$ cat src/rtl/lcdw_pkg.sv
package lcdw_pkg;

  typedef enum logic [2:0] {
    PH_IDLE,
    PH_LEAD,
    PH_CLR,
    PH_SET,
    PH_RISE,
    PH_TAIL
  } lcdw_phase_e;

  // width of a counter that must reach div-1
  function automatic int cnt_bits(input int div);
    return (div < 2) ? 1 : $clog2(div);
  endfunction

  // width of an index that must reach n-1
  function automatic int idx_bits(input int n);
    return (n < 2) ? 1 : $clog2(n);
  endfunction

endpackage

$ cat src/rtl/lcdw_pace.sv
module lcdw_pace
  import lcdw_pkg::*;
#(
  parameter int DIV = 4
) (
  input  logic clk,
  input  logic rst,
  input  logic run,
  output logic phase_end
);
  localparam int CW = cnt_bits(DIV);
  localparam logic [CW-1:0] LAST = CW'(DIV - 1);

  logic [CW-1:0] cnt;

  assign phase_end = run && (cnt == LAST);

  always_ff @(posedge clk) begin
    if (rst || !run) begin
      cnt <= '0;
    end else if (cnt == LAST) begin
      cnt <= '0;
    end else begin
      cnt <= cnt + 1'b1;
    end
  end
endmodule

$ cat src/rtl/lcdw_shifter.sv
module lcdw_shifter
  import lcdw_pkg::*;
#(
  parameter int BITS = 8
) (
  input  logic            clk,
  input  logic            rst,
  input  logic            load,
  input  logic [BITS-1:0] din,
  input  logic            step,
  output logic            msb,
  output logic            last
);
  localparam int IW = idx_bits(BITS);
  localparam logic [IW-1:0] TOP = IW'(BITS - 1);

  logic [BITS-1:0] sreg;
  logic [IW-1:0]   idx;

  assign msb  = sreg[BITS-1];
  assign last = (idx == TOP);

  always_ff @(posedge clk) begin
    if (rst) begin
      sreg <= '0;
      idx  <= '0;
    end else if (load) begin
      sreg <= din;
      idx  <= '0;
    end else if (step) begin
      sreg <= {sreg[BITS-2:0], 1'b0};
      idx  <= idx + 1'b1;
    end
  end
endmodule

$ cat src/rtl/lcd_byte_writer.sv
module lcd_byte_writer
  import lcdw_pkg::*;
#(
  parameter int DIV  = 4,
  parameter int BITS = 8
) (
  input  logic            clk,
  input  logic            rst,
  input  logic            start,
  input  logic [BITS-1:0] wr_byte,
  input  logic            wr_data,
  output logic            busy,
  output logic            done,
  output logic            lcd_cs_n,
  output logic            lcd_dc,
  output logic            lcd_sck,
  output logic            lcd_sda
);
  lcdw_phase_e ph;
  logic        phase_end;
  logic        accept_w;
  logic        bit_step_w;
  logic        frame_end_w;
  logic        msb;
  logic        last_bit;
  logic        dc_q;
  logic        done_q;

  assign accept_w    = (ph == PH_IDLE) && start;
  assign bit_step_w  = (ph == PH_RISE) && phase_end && !last_bit;
  assign frame_end_w = (ph == PH_TAIL) && phase_end;

  lcdw_pace #(.DIV(DIV)) u_pace (
    .clk       (clk),
    .rst       (rst),
    .run       (ph != PH_IDLE),
    .phase_end (phase_end)
  );

  lcdw_shifter #(.BITS(BITS)) u_shift (
    .clk  (clk),
    .rst  (rst),
    .load (accept_w),
    .din  (wr_byte),
    .step (bit_step_w),
    .msb  (msb),
    .last (last_bit)
  );

  always_ff @(posedge clk) begin
    if (rst) begin
      ph     <= PH_IDLE;
      dc_q   <= 1'b0;
      done_q <= 1'b0;
    end else begin
      done_q <= frame_end_w;
      unique case (ph)
        PH_IDLE: if (start) begin
          ph   <= PH_LEAD;
          dc_q <= wr_data;
        end
        PH_LEAD: if (phase_end) ph <= PH_CLR;
        PH_CLR:  if (phase_end) ph <= PH_SET;
        PH_SET:  if (phase_end) ph <= PH_RISE;
        PH_RISE: if (phase_end) ph <= last_bit ? PH_TAIL : PH_CLR;
        PH_TAIL: if (phase_end) ph <= PH_IDLE;
        default: ph <= PH_IDLE;
      endcase
    end
  end

  assign busy     = (ph != PH_IDLE);
  assign done     = done_q;
  assign lcd_cs_n = (ph == PH_IDLE) || (ph == PH_TAIL);
  assign lcd_sck  = !((ph == PH_CLR) || (ph == PH_SET));
  assign lcd_sda  = ((ph == PH_SET) || (ph == PH_RISE)) && msb;
  assign lcd_dc   = dc_q;
endmodule

$ cat config.mk
export PLATFORM = sky130hd
export DESIGN_NAME = lcd_byte_writer
export DESIGN_NICKNAME = d
export VERILOG_FILES = /design/src/rtl/lcdw_pkg.sv /design/src/rtl/lcdw_pace.sv /design/src/rtl/lcdw_shifter.sv /design/src/rtl/lcd_byte_writer.sv
export SDC_FILE = /design/constraint.sdc
export NUM_CORES = 1
export LEC_CHECK = 0
export BUFFER_PORTS_ARGS = -buffer_cell sky130_fd_sc_hd__buf_4
export CAP_MARGIN = 10
export CORE_MARGIN = 2
export CORE_UTILIZATION = 35
export CTS_CLUSTER_SIZE = 12
export DETAILED_ROUTE_END_ITERATION = 8
export HOLD_SLACK_MARGIN = 0.12
export PLACE_DENSITY = 0.65
export SETUP_SLACK_MARGIN = 0.05
export SLEW_MARGIN = 15
export SYNTH_ARGS = -nofsm -noshare
export SYNTH_HDL_FRONTEND = slang
export SYNTH_SLANG_ARGS = --single-unit
$ cat constraint.sdc
create_clock -name clk -period 5.03 [get_ports clk]
set_clock_uncertainty 0.2 [all_clocks]
set_input_delay 1.006 -clock clk [delete_from_list [all_inputs] [get_ports clk]]
set_output_delay 1.006 -clock clk [all_outputs]
set_load 0.005 [all_outputs]
; ---- After elaboration in Yosys (flattened, before gate mapping)
; Index checks and enable logic that the tools add are counted.
[totals]
out_inout_bits = 6
input_bits = 12
register_bits = 18
word_cells = 51
[op_classes]
addsub = 2
n_eq_ne = 13
reduce_logical = 20
n_mux = 10
[ops]
columns = op, count
row1 = 2-to-1 mux 3 bit, 7
row2 = case mux 3 bit (6 select lines), 1
row3 = 2-to-1 mux 8 bit, 2
row4 = != test 2 bit (second input constant), 6
row5 = == test 3 bit (second input constant), 3
row6 = == test 3 x 2 -> 1 bit (second input constant), 2
row7 = logical AND 1 bit, 6
row8 = AND reduction 6 bit, 1
row9 = logical OR 1 bit, 4
row10 = OR reduction 2 bit, 2
row11 = adder 3 x 1 -> 3 bit (second input constant), 1
row12 = == test 3 x 1 -> 1 bit (second input constant), 1
row13 = logical NOT 1 bit, 3
row14 = logical NOT 3 bit, 1
row15 = nonzero test 3 bit, 1
row16 = adder 2 x 1 -> 2 bit (second input constant), 1
row17 = == test 2 bit (second input constant), 1
row18 = AND reduction 2 bit, 1
row19 = nonzero test 2 bit, 1

; ---- Longest topological paths before layout
; Gate-level depths: netlist of the first run.
[logic_depth]
depth_word = 6
mapped_depth = 6
depth_no_buf = 5

; ---- Modules after synthesis
; From an unflattened synthesis of the first run, not the netlist that was laid out.
[hier_totals]
cells_unflattened = 90
area_unflattened_um2 = 922.1
[modules_own_cells]
columns = mod, n_inst, area_per_inst_um2, cells_each
row1 = lcdw_shifter, 1, 496.7, 47
row2 = lcd_byte_writer, 1, 339.1, 37
row3 = lcdw_pace, 1, 86.3, 6

; ---- Least setup slack after synthesis of the first run
; Ideal clock, no wire load.
[synth_path]
path_kind = register to output
from = register ph[0]
to = output port lcd_sda
arrival_ns = 0.938
stages_incl_launch_ff = 4
slack_ns = 2.886
path_cell_list = dfxtp_1 -> clkbuf_1 -> nor3b_1 -> o21a_1
[synth_between]
elab_chain_cells = 3
word_cells_on_any_way = 4
classes_between = 2 x eq/ne / 2 x reduce/logical
[synth_lines]
columns = item, line_no
row1 = start: declaration, lcd_byte_writer.sv:19  ; lcdw_phase_e ph;
row2 = start signal: assignment, lcd_byte_writer.sv:65  ; PH_RISE: if (phase_end) ph <= last_bit ? PH_TAIL : PH_CLR;
row3 = == test 3 x 2 -> 1 bit / == test 3 bit (equally long branches), lcd_byte_writer.sv:76  ; assign lcd_sda = ((ph == PH_SET) || (ph == PH_RISE)) && msb;
row4 = logical OR 1 bit *, lcd_byte_writer.sv:76
row5 = logical AND 1 bit *, lcd_byte_writer.sv:76
row6 = end: declaration, lcd_byte_writer.sv:17  ; output logic lcd_sda
; Mark *: on every way between the ends. The rest lies on a longest branch, timed or not.

; ---- Worst setup path in the final report of the first run
; Ends and elaborated chain as after synthesis.

==> reports/metrics.yaml, run 1 <==
synth_cell_types: 33
syn-instance-count: 111
worstPathArrival_ns: 1.69
setup_tns_ns: 0
maxCapViolations: 0
ctsLongestPathBuffers: 2
drc: 0
core_um2: 2690
cp-start-kind: "flop"
yosys_warnings: 0
syn_area_um2: 967
finalSetupViolCount: 0
hold_class: "reg -> reg"
crit_required_ns: 3.82
finalWirelength_um: 1980
wire_per_inst_um: 13.0
clk_latency_ns: 0.30
start_util_pct: 36.0
multi_input_area_um2: 539
ys_seq_area_share_pct: 37.3
dp_hpwl_um: 1320
clk_pin_slew_worst_paths_ns: 0.11
postCtsSetupBuffers: 0
htree_levels: 1
hold_buffers: 0
synth_edf_count: 0
drt-initial-drc-count: 21
nNetsFinal: 137
finalMaxSlewViolations: 0
rsz0062_at_grt: "false"
grt_max_degree: 24
dieWidth_um: 56.6
power.leakage_uw: 0.000428
ctsRootBufferMaster: "clkbuf_4"
ant_nets: 0
finalHoldViolCount: 0
max_freq_mhz: 346
ir_drop_mv: 0.118
synth_top_area_cell: "dfxtp_1"
fill_cells: 280
path_max_fanout: 23
seqCellArea_um2: 360
async_flop_share_pct: 0
antenna_found_initial: 0
gp_congestion: 0.763
firstDrtPassIters: 4
final_cell_mix: "18 x dfxtp_1, 17 x buf_4, 11 x nor4_1"
clock-sinks: 18
yosys-top-cells-area: "dfxtp_1 37%, nor4_1 7.1%, a211oi_1 6.2%"
synth_seq_cells: 18
numPortBuffers: 17
synth_top_area_share_pct: 37.3
final_cell_area_um2: 1110
relSlewSlack_pct: 48.3
synth_fp_nets: 126
drive_above_1_share_pct: 21.5
grt_overflow: 0
fin_crit_sh_pct: 57.5
vias_per_cell: 5.51
worst_pin_slew_ns: 0.774
cts-resized-gates: 0
crit_type: "reg -> out"
grt_pass1_wl_um: 3230
grt_pass1_vias: 741
die_y_um: 56.6
ys.flop_type: "dfxtp_1"
syn_avg_cell_area_um2: 8.71
ioPinCount: 18
grtUsageTotal_pct: 12.7
vias: 837
cts-buffers-inserted: 3
cts_tree: "yes"
worstSetupEndpointType: "output pin"
fp-row-count: 19
area_growth_pct: 15.1
final.min_clock_period_ns: 2.89
antennaDiodeCount: 0
dieArea_um2: 3200
p_per_area_nw_per_um2: 255
dpl-instance-area_um2: 1080
status: "finished clean"
whs_ns: 0.240
final_common_cell: "dfxtp_1"
==> registers in the layout, indices dropped and copies added (netlist names) <==
| register | count |
|---|---|
| u_pace.cnt | 2 |
| done | 1 |
| lcd_dc | 1 |
| u_shift.idx | 3 |
| u_shift.sreg | 8 |
| ph | 3 |
==> cells in the mapped netlist, types with 2 or more instances <==
library cell and n:
ha_1 3, nor2b_1 2, inv_1 3, nor2_1 10, or3_1 2, clkbuf_1 4, a211oi_1 8, a21oi_1 9
o21ai_0 3, nand2b_1 3, nor4_2 4, nor4_1 11, dfxtp_1 18, buf_2 6, nand3_1 2, nor3_1 2
nand2_1 5
==> power breakdown <==
group	switching (µW)	total, µW	internal [µW]	leakage [µW]
Sequential	7.56	157	150	0.000147
Combinational	17.8	36.2	18.5	0.000259
Clock	46.5	90.6	44.1	0.0000210
Total	71.8	284	212	0.000428
==> path summary, 6_finish.rpt <==
check                 start             end  slack, ns  cells after the start
min           u_pace.cnt[0]   u_pace.cnt[0]       0.24                      1
max                   ph[0]         lcd_sda       2.14                      4
min reg2reg   u_pace.cnt[0]   u_pace.cnt[0]       0.24                      1
max reg2reg  u_shift.idx[0]  u_shift.idx[0]       2.88                      5
==> cell type report <==
class,instances,area share [%]
clock buffers,4,3.26
inverters,3,1.01
multi-input cells,79,48.4
flip-flops and latches,18,32.4
well taps,31,3.48
repair buffers,17,11.5
==> logic make-up after synthesis <==
group / count (synthesis) / synth area share, %
compound gates: 25 / 16.2
flops: 18 / 37.3
simple gates: 49 / 33.8
xor+xnor: 1 / 0.906
buf+inv: 14 / 6.99
fa+ha+maj: 3 / 3.88
mux: 1 / 1.03
==> through the flow <==
stage          cells  util [%]  setup slack, ns  power, µW
2_1_floorplan    111         -             2.89        184
3_3_place_gp     148      40.1             2.59        196
3_5_place_dp     148      40.1             2.51        197
4_1_cts          152      41.5             2.18        286
5_1_grt          152      41.5             2.04        295
6_report         152      41.5             2.14        284
==> routing by layer <==
| metal | vias to the layer above | routed length, µm | track usage [%] |
|---|---|---|---|
| met5 | - | 0 | 0 |
| met4 | 0 | 38 | 7.14 |
| met3 | 5 | 60 | 2.53 |
| met2 | 10 | 922 | 20.9 |
| met1 | 391 | 958 | 15.2 |
| li1 | 431 | - | - |
==> critical path: stages, from the launching register on <==
cell     delay (ns)
dfxtp_1        0.84
nand2_1        0.15
nor2_1         0.15
o21a_1         0.14
buf_4          0.10
Power figures use the tool's default switching activity.
==> run 2, diff against run 1 <==
- ABC_AREA: unset -> 1
- PLACE_DENSITY: 0.65 -> 0.66
- clock period: 5.03 -> 2.6 ns (I/O delays scaled with it)
==> run 2 against run 1 <==
  * Clock power rose by 42%
  * Routed wire length fell by 5.5%
  * Synthesized cell count rose by 23%
  * Register-to-register slack got worse by 2.0 ns
  * Highest routed layer unchanged
  * Power rose to 3.6 times the previous value
  * Non-clock buffer count did not move
  * First-iteration DRC count fell by 29%
  * Final cell count rose by 20%
  * Die area rose by 1.5%
  * Global-route usage barely moved
==> reports/metrics.yaml, run 2 <==
status: "finished clean"
antennaDiodeCount: 0  # unchanged
yosys_warnings: 0  # unchanged
cts_tree: "yes"
cts-resized-gates: 0  # unchanged
largest_reg_flops: 8  # unchanged
path_cells: "nand3_1 -> a21boi_0 -> buf_4"
pwr-share-comb_pct: 48.8  # +36 points
max_stage_delay_ns: 0.56  # -0.28 ns
synth_cell_types: 24  # -27%
switching_share_pct: 43.3  # +18 points
core_um2: 2710  # +0.88%
fp-row-count: 19  # unchanged
finalMaxSlewViolations: 0  # unchanged
finalSetupViolCount: 0  # unchanged
ys_seq_area_share_pct: 36.7  # -0.57 points
ir_drop_mv: 0.566  # +380%
setup_tns_ns: 0  # unchanged
grtUsageTotal_pct: 12.7  # about the same
nNetsFinal: 169  # +23%
synth_top_area_share_pct: 36.7  # -0.57 points
grt_max_degree: 20  # -17%
p_int_uw: 578  # +170%
clock-sinks: 18  # unchanged
syn_avg_cell_area_um2: 7.17  # -18%
die_y_um: 57.0  # +0.72%
switchingPower_uw: 441  # +510%
fill_cells: 292  # +4.3%
synthTopCellsByCount: "44 x nand2_1, 18 x dfxtp_1, 18 x nand3_1"
clockPowerShare_pct: 12.7  # -19 points
place_inst: 180  # +22%
drive_above_1_share_pct: 19.1  # -2.4 points
power.leakage_uw: 0.000519  # +21%
cp_top_family: "flip-flops"
worst_pin_slew_ns: 0.382  # -0.393 ns
vias_per_cell: 4.79  # -13%
synth_seq_cells: 18  # unchanged
ctsRootBufferMaster: "clkbuf_4"
relSlewSlack_pct: 74.5  # +26 points
instances_no_fill: 183  # +20%
crit_type: "reg -> out"
drc: 0  # unchanged
max_freq_mhz: 465
gp_congestion: 0.855  # +12%
clk_latency_ns: 0.28  # -0.02 ns
finalWirelength_um: 1870  # -5.5%
syn-instance-count: 137  # +23%
yosysMostFrequentCell: "nand2_1"
final.min_clock_period_ns: 2.15
maxCapViolations: 0  # unchanged
synth_edf_count: 0  # unchanged
path_max_fanout: 8  # -65%
finalHoldViolCount: 0  # unchanged
crit_required_ns: 1.88  # -1.94 ns
p_per_area_nw_per_um2: 899  # +250%
cts-buffers-inserted: 3  # unchanged
cp-start-kind: "flop"
rsz0062_at_grt: "false"
ant_nets: 0  # unchanged
postCtsSetupBuffers: 0  # unchanged
grt_pass1_vias: 811  # +9.4%
wire_per_inst_um: 10.2  # -21%
worstPathArrival_ns: 1.43  # -0.26 ns
worstSetupEndpointType: "output pin"
clk_pin_slew_worst_paths_ns: 0.09  # -0.02 ns
final_common_cell: "nand2_1"
largest_registers: "u_shift.sreg (8), ph (3), u_shift.idx (3)"
ioPinCount: 18  # unchanged
yosys-top-cells-area: "dfxtp_1 37%, nand2_1 17%, nand3_1 9.2%"
hold_buffers: 0  # unchanged
firstDrtPassIters: 4  # unchanged
dieArea_um2: 3250  # +1.5%
synth_top_area_cell: "dfxtp_1"
drt-initial-drc-count: 15  # -29%
synth_fp_nets: 152  # +21%
rrSetupSlack_ns: 0.86  # -2.02 ns
area_growth_pct: 15.3
crit_buf_inv: 1  # unchanged
grt_pass1_wl_um: 3270  # +1.3%
start_util_pct: 36.2  # +0.24 points
fin_crit_sh_pct: 82.6
hold_class: "reg -> reg"
dp_hpwl_um: 1430  # +8.1%
syn_area_um2: 982  # +1.6%
async_flop_share_pct: 0  # unchanged
final_cell_mix: "44 x nand2_1, 18 x nand3_1, 18 x dfxtp_1"
numPortBuffers: 17  # unchanged
ys.flop_type: "dfxtp_1"
dieWidth_um: 57.0  # +0.72%
seq_power_share_pct: 38.5  # -17 points
grt_overflow: 0  # unchanged
slowest_stage: "dfxtp_1"
antenna_found_initial: 0  # unchanged
vias: 877  # +4.8%
htree_levels: 1  # unchanged
regMostFlops: "u_shift.sreg"
ctsLongestPathBuffers: 2  # unchanged
run 2: changes by cell type after synthesis, moves of 3 or more:
| cell | before | now |
|---|---|---|
| clkbuf_1 | 4 | 1 |
| nand2_1 | 5 | 44 |
| a21oi_1 | 9 | 12 |
| a211oi_1 | 8 | 0 |
| nor4_1 | 11 | 0 |
| inv_1 | 3 | 12 |
| buf_2 | 6 | 1 |
| nand2b_1 | 3 | 0 |
| nand3_1 | 2 | 18 |
| nor4_2 | 4 | 0 |
run 2: power groups by stage:
stage / combinational, µW / clock, µW / sequential (µW)
2_1_floorplan: 439 / 0 / 356
3_3_place_gp: 487 / 0 / 392
3_5_place_dp: 501 / 0 / 397
4_1_cts: 503 / 137 / 391
5_1_grt: 573 / 150 / 399
6_report: 497 / 129 / 393
run 2: final timing paths:
kind,startpoint,to,depth (start not counted)
hold reg to reg,u_pace.cnt[0],u_pace.cnt[0],1
hold / removal,u_pace.cnt[0],u_pace.cnt[0],1
setup reg to reg,u_shift.idx[0],u_shift.sreg[3],7
setup / recovery,ph[0],lcd_sda,3
run 2: cells by family after synthesis:
| kind of cell | Yosys count | share of synthesized area, % |
|---|---|---|
| fa+ha+maj | 3 | 3.82 |
| xor+xnor | 1 | 0.892 |
| simple gates | 79 | 39.5 |
| compound gates | 17 | 9.30 |
| flops | 18 | 36.7 |
| buf+inv | 19 | 9.81 |
run 2: layout make-up:
cell class | instances | area [µm²] | area share [%]
Multi-Input combinational cell | 100 | 526 | 46.4
Sequential cell | 18 | 360 | 31.8
Timing Repair Buffer | 17 | 128 | 11.3
Inverter | 14 | 57.6 | 5.08
Tap cell | 31 | 38.8 | 3.43
Clock buffer | 3 | 22.5 | 1.99
run 2: per-layer routing:
metal	track usage, %	part of all wire (%)	up-vias
met4	5.32	0.69	0
met5	0	0	-
met3	2.04	4.2	2
met1	16.4	50	382
li1	-	-	476
met2	21.0	45	17
run 2: stage by stage:
stage          area, µm²  util (%)  hold WS (ns)  setup WS [ns]  total power, µW
4_1_cts             1130      41.8         0.231          0.458             1030
2_1_floorplan        982         -         0.198           1.00              795
6_report            1130      41.8         0.233          0.451             1020
5_1_grt             1130      41.8         0.261          0.363             1120
3_3_place_gp        1110      41.0         0.206          0.844              880
3_5_place_dp        1110      41.0         0.217          0.779              898
==> run 3, diff against run 2 <==
- ABC_AREA: 1 -> 0
- PLACE_DENSITY: 0.66 -> 0.65
- clock period: 2.6 -> 2.2 ns (I/O delays scaled with it)
==> run 3 against run 2 <==
  * Core utilization increased by 0.88 points
  * Sequential power decreased by 9.2%
  * Die area shrank 1.4%
  * Non-clock buffer count rose by 4
  * Register-to-register slack worse by 0.61 ns
  * Routed wire length rose by 5.9%
  * Critical path depth is the same
  * Global-route usage grew 1.0 points
  * Clock-buffer cell count is 1 higher
  * First-iteration DRC count did not move
  * Critical path type unchanged
  * Critical endpoint unchanged
  * Largest power group is now registers
==> reports/metrics.yaml, run 3 (synthesized netlist as in run 1, its figures left out) <==
gp_congestion: 0.796  # -6.8%
vias: 870  # -0.80%
setup_tns_ns: 0  # unchanged
cts-buffers-inserted: 3  # unchanged
gr-max-usage-layer: "met2"
largest_registers: "u_shift.sreg (8), ph (3), u_shift.idx (3)"
seqCellArea_um2: 363  # +0.69%
cts-resized-gates: 0  # unchanged
final.min_clock_period_ns: 2.03
finalSetupViolCount: 0  # unchanged
ctsRootBufferMaster: "clkbuf_4"
crit_type: "reg -> out"
regMostFlops: "u_shift.sreg"
nNetsFinal: 141  # -17%
cp-startpoint: "ph[2]"
numPortBuffers: 17  # unchanged
drive_above_1_share_pct: 25.6  # +6.5 points
min_from: "wr_data"
area_growth_pct: 18.5
dp_hpwl_um: 1410  # -1.2%
clk_latency_ns: 0.29  # about the same
postCtsSetupBuffers: 0  # unchanged
crit_required_ns: 1.56  # -0.32 ns
antennaDiodeCount: 0  # unchanged
ir_drop_mv: 0.276  # -51%
hold_buffers: 0  # unchanged
rsz0062_at_grt: "false"
drc: 0  # unchanged
worst_pin_slew_ns: 0.481  # +0.0996 ns
final_cell_mix: "21 x buf_4, 16 x dfxtp_1, 11 x nor4_1"
grt_max_degree: 17  # -15%
cts_tree: "yes"
firstDrtPassIters: 4  # unchanged
worstPathArrival_ns: 1.39  # -0.04 ns
p_per_area_nw_per_um2: 570  # -37%
finalMaxSlewViolations: 0  # unchanged
grt_pass1_wl_um: 3520  # +7.6%
power.leakage_uw: 0.000448  # -14%
dieWidth_um: 56.6  # -0.72%
largest_reg_flops: 8  # unchanged
multi_input_area_um2: 539  # +2.6%
grt_pass1_vias: 856  # +5.5%
ctsLongestPathBuffers: 2  # unchanged
grtUsageTotal_pct: 13.7  # +1.0 points
fin_crit_sh_pct: 92.3
htree_levels: 1  # unchanged
grt_overflow: 0  # unchanged
ant_nets: 0  # unchanged
grtUsageMet1_pct: 16.9  # +0.50 points
fin_util_pct: 42.7  # +0.88 points
antenna_found_initial: 0  # unchanged
vias_per_cell: 5.58  # +16%
final_common_cell: "buf_4"
maxCapViolations: 0  # unchanged
path_max_fanout: 14  # +6
cp-start-kind: "flop"
rr_startpoint: "u_shift.idx[0]"
die_y_um: 56.6  # -0.72%
whs_ns: 0.185  # -0.0483 ns
fp-row-count: 19  # unchanged
hold_class: "in -> reg"
max_freq_mhz: 493
finalWirelength_um: 1980  # +5.9%
finalPower_uw: 653  # -36%
grt_util_met3_pct: 2.53  # +0.49 points
fill_cells: 281  # -3.8%
core_um2: 2690  # -0.88%
relSlewSlack_pct: 67.9  # -6.6 points
worstSetupEndpointType: "output pin"
clock-sinks: 18  # unchanged
finalHoldViolCount: 0  # unchanged
dieArea_um2: 3200  # -1.4%
ioPinCount: 18  # unchanged
status: "finished clean"
drt-initial-drc-count: 15  # unchanged
clk_pin_slew_worst_paths_ns: 0.11  # +0.02 ns
start_util_pct: 36.0  # -0.24 points
wire_per_inst_um: 12.7  # +24%
grt_util_met2_pct: 22.6  # +1.6 points
-- run 3: worst paths after layout --
path | cells past startpoint | slack, ns | endpoint
setup / recovery | 3 | 0.17 | lcd_sda
hold / removal | 3 | 0.19 | lcd_dc
setup reg to reg | 6 | 0.25 | u_shift.sreg[1]
hold reg to reg | 1 | 0.24 | u_pace.cnt[0]
-- run 3: stage by stage --
step / area (µm²) / setup slack [ns] / std cells
3_5_place_dp: 1110 / 0.276 / 152
6_report: 1150 / 0.170 / 156
5_1_grt: 1150 / 0.0556 / 156
4_1_cts: 1140 / 0.141 / 156
2_1_floorplan: 967 / 0.456 / 111
3_3_place_gp: 1110 / 0.335 / 152
-- run 3: where the power goes --
part           internal, µW  switching [µW]  total [µW]
logic                  45.7            44.8        90.5
registers               342            14.6         357
clock network           101             105         205
total                   489             164         653
-- run 3: cell type report --
cell class / instances / area share (%)
Tap cell: 31 / 3.38
Inverter: 3 / 0.983
Timing Repair Buffer: 21 / 13.8
Clock buffer: 4 / 3.17
Sequential cell: 18 / 31.7
Multi-Input combinational cell: 79 / 47.1
-- run 3: per-layer routing --
layer	vias up	part of all wire (%)
li1	436	-
met1	411	43
met2	19	51
met3	4	4.5
met4	0	1.6
met5	-	0
-- run 3: critical path: stages, from the launching register on --
cell and delay [ns]:
dfxtp_1 0.64, nor3b_1 0.24, o21a_1 0.13, buf_4 0.10
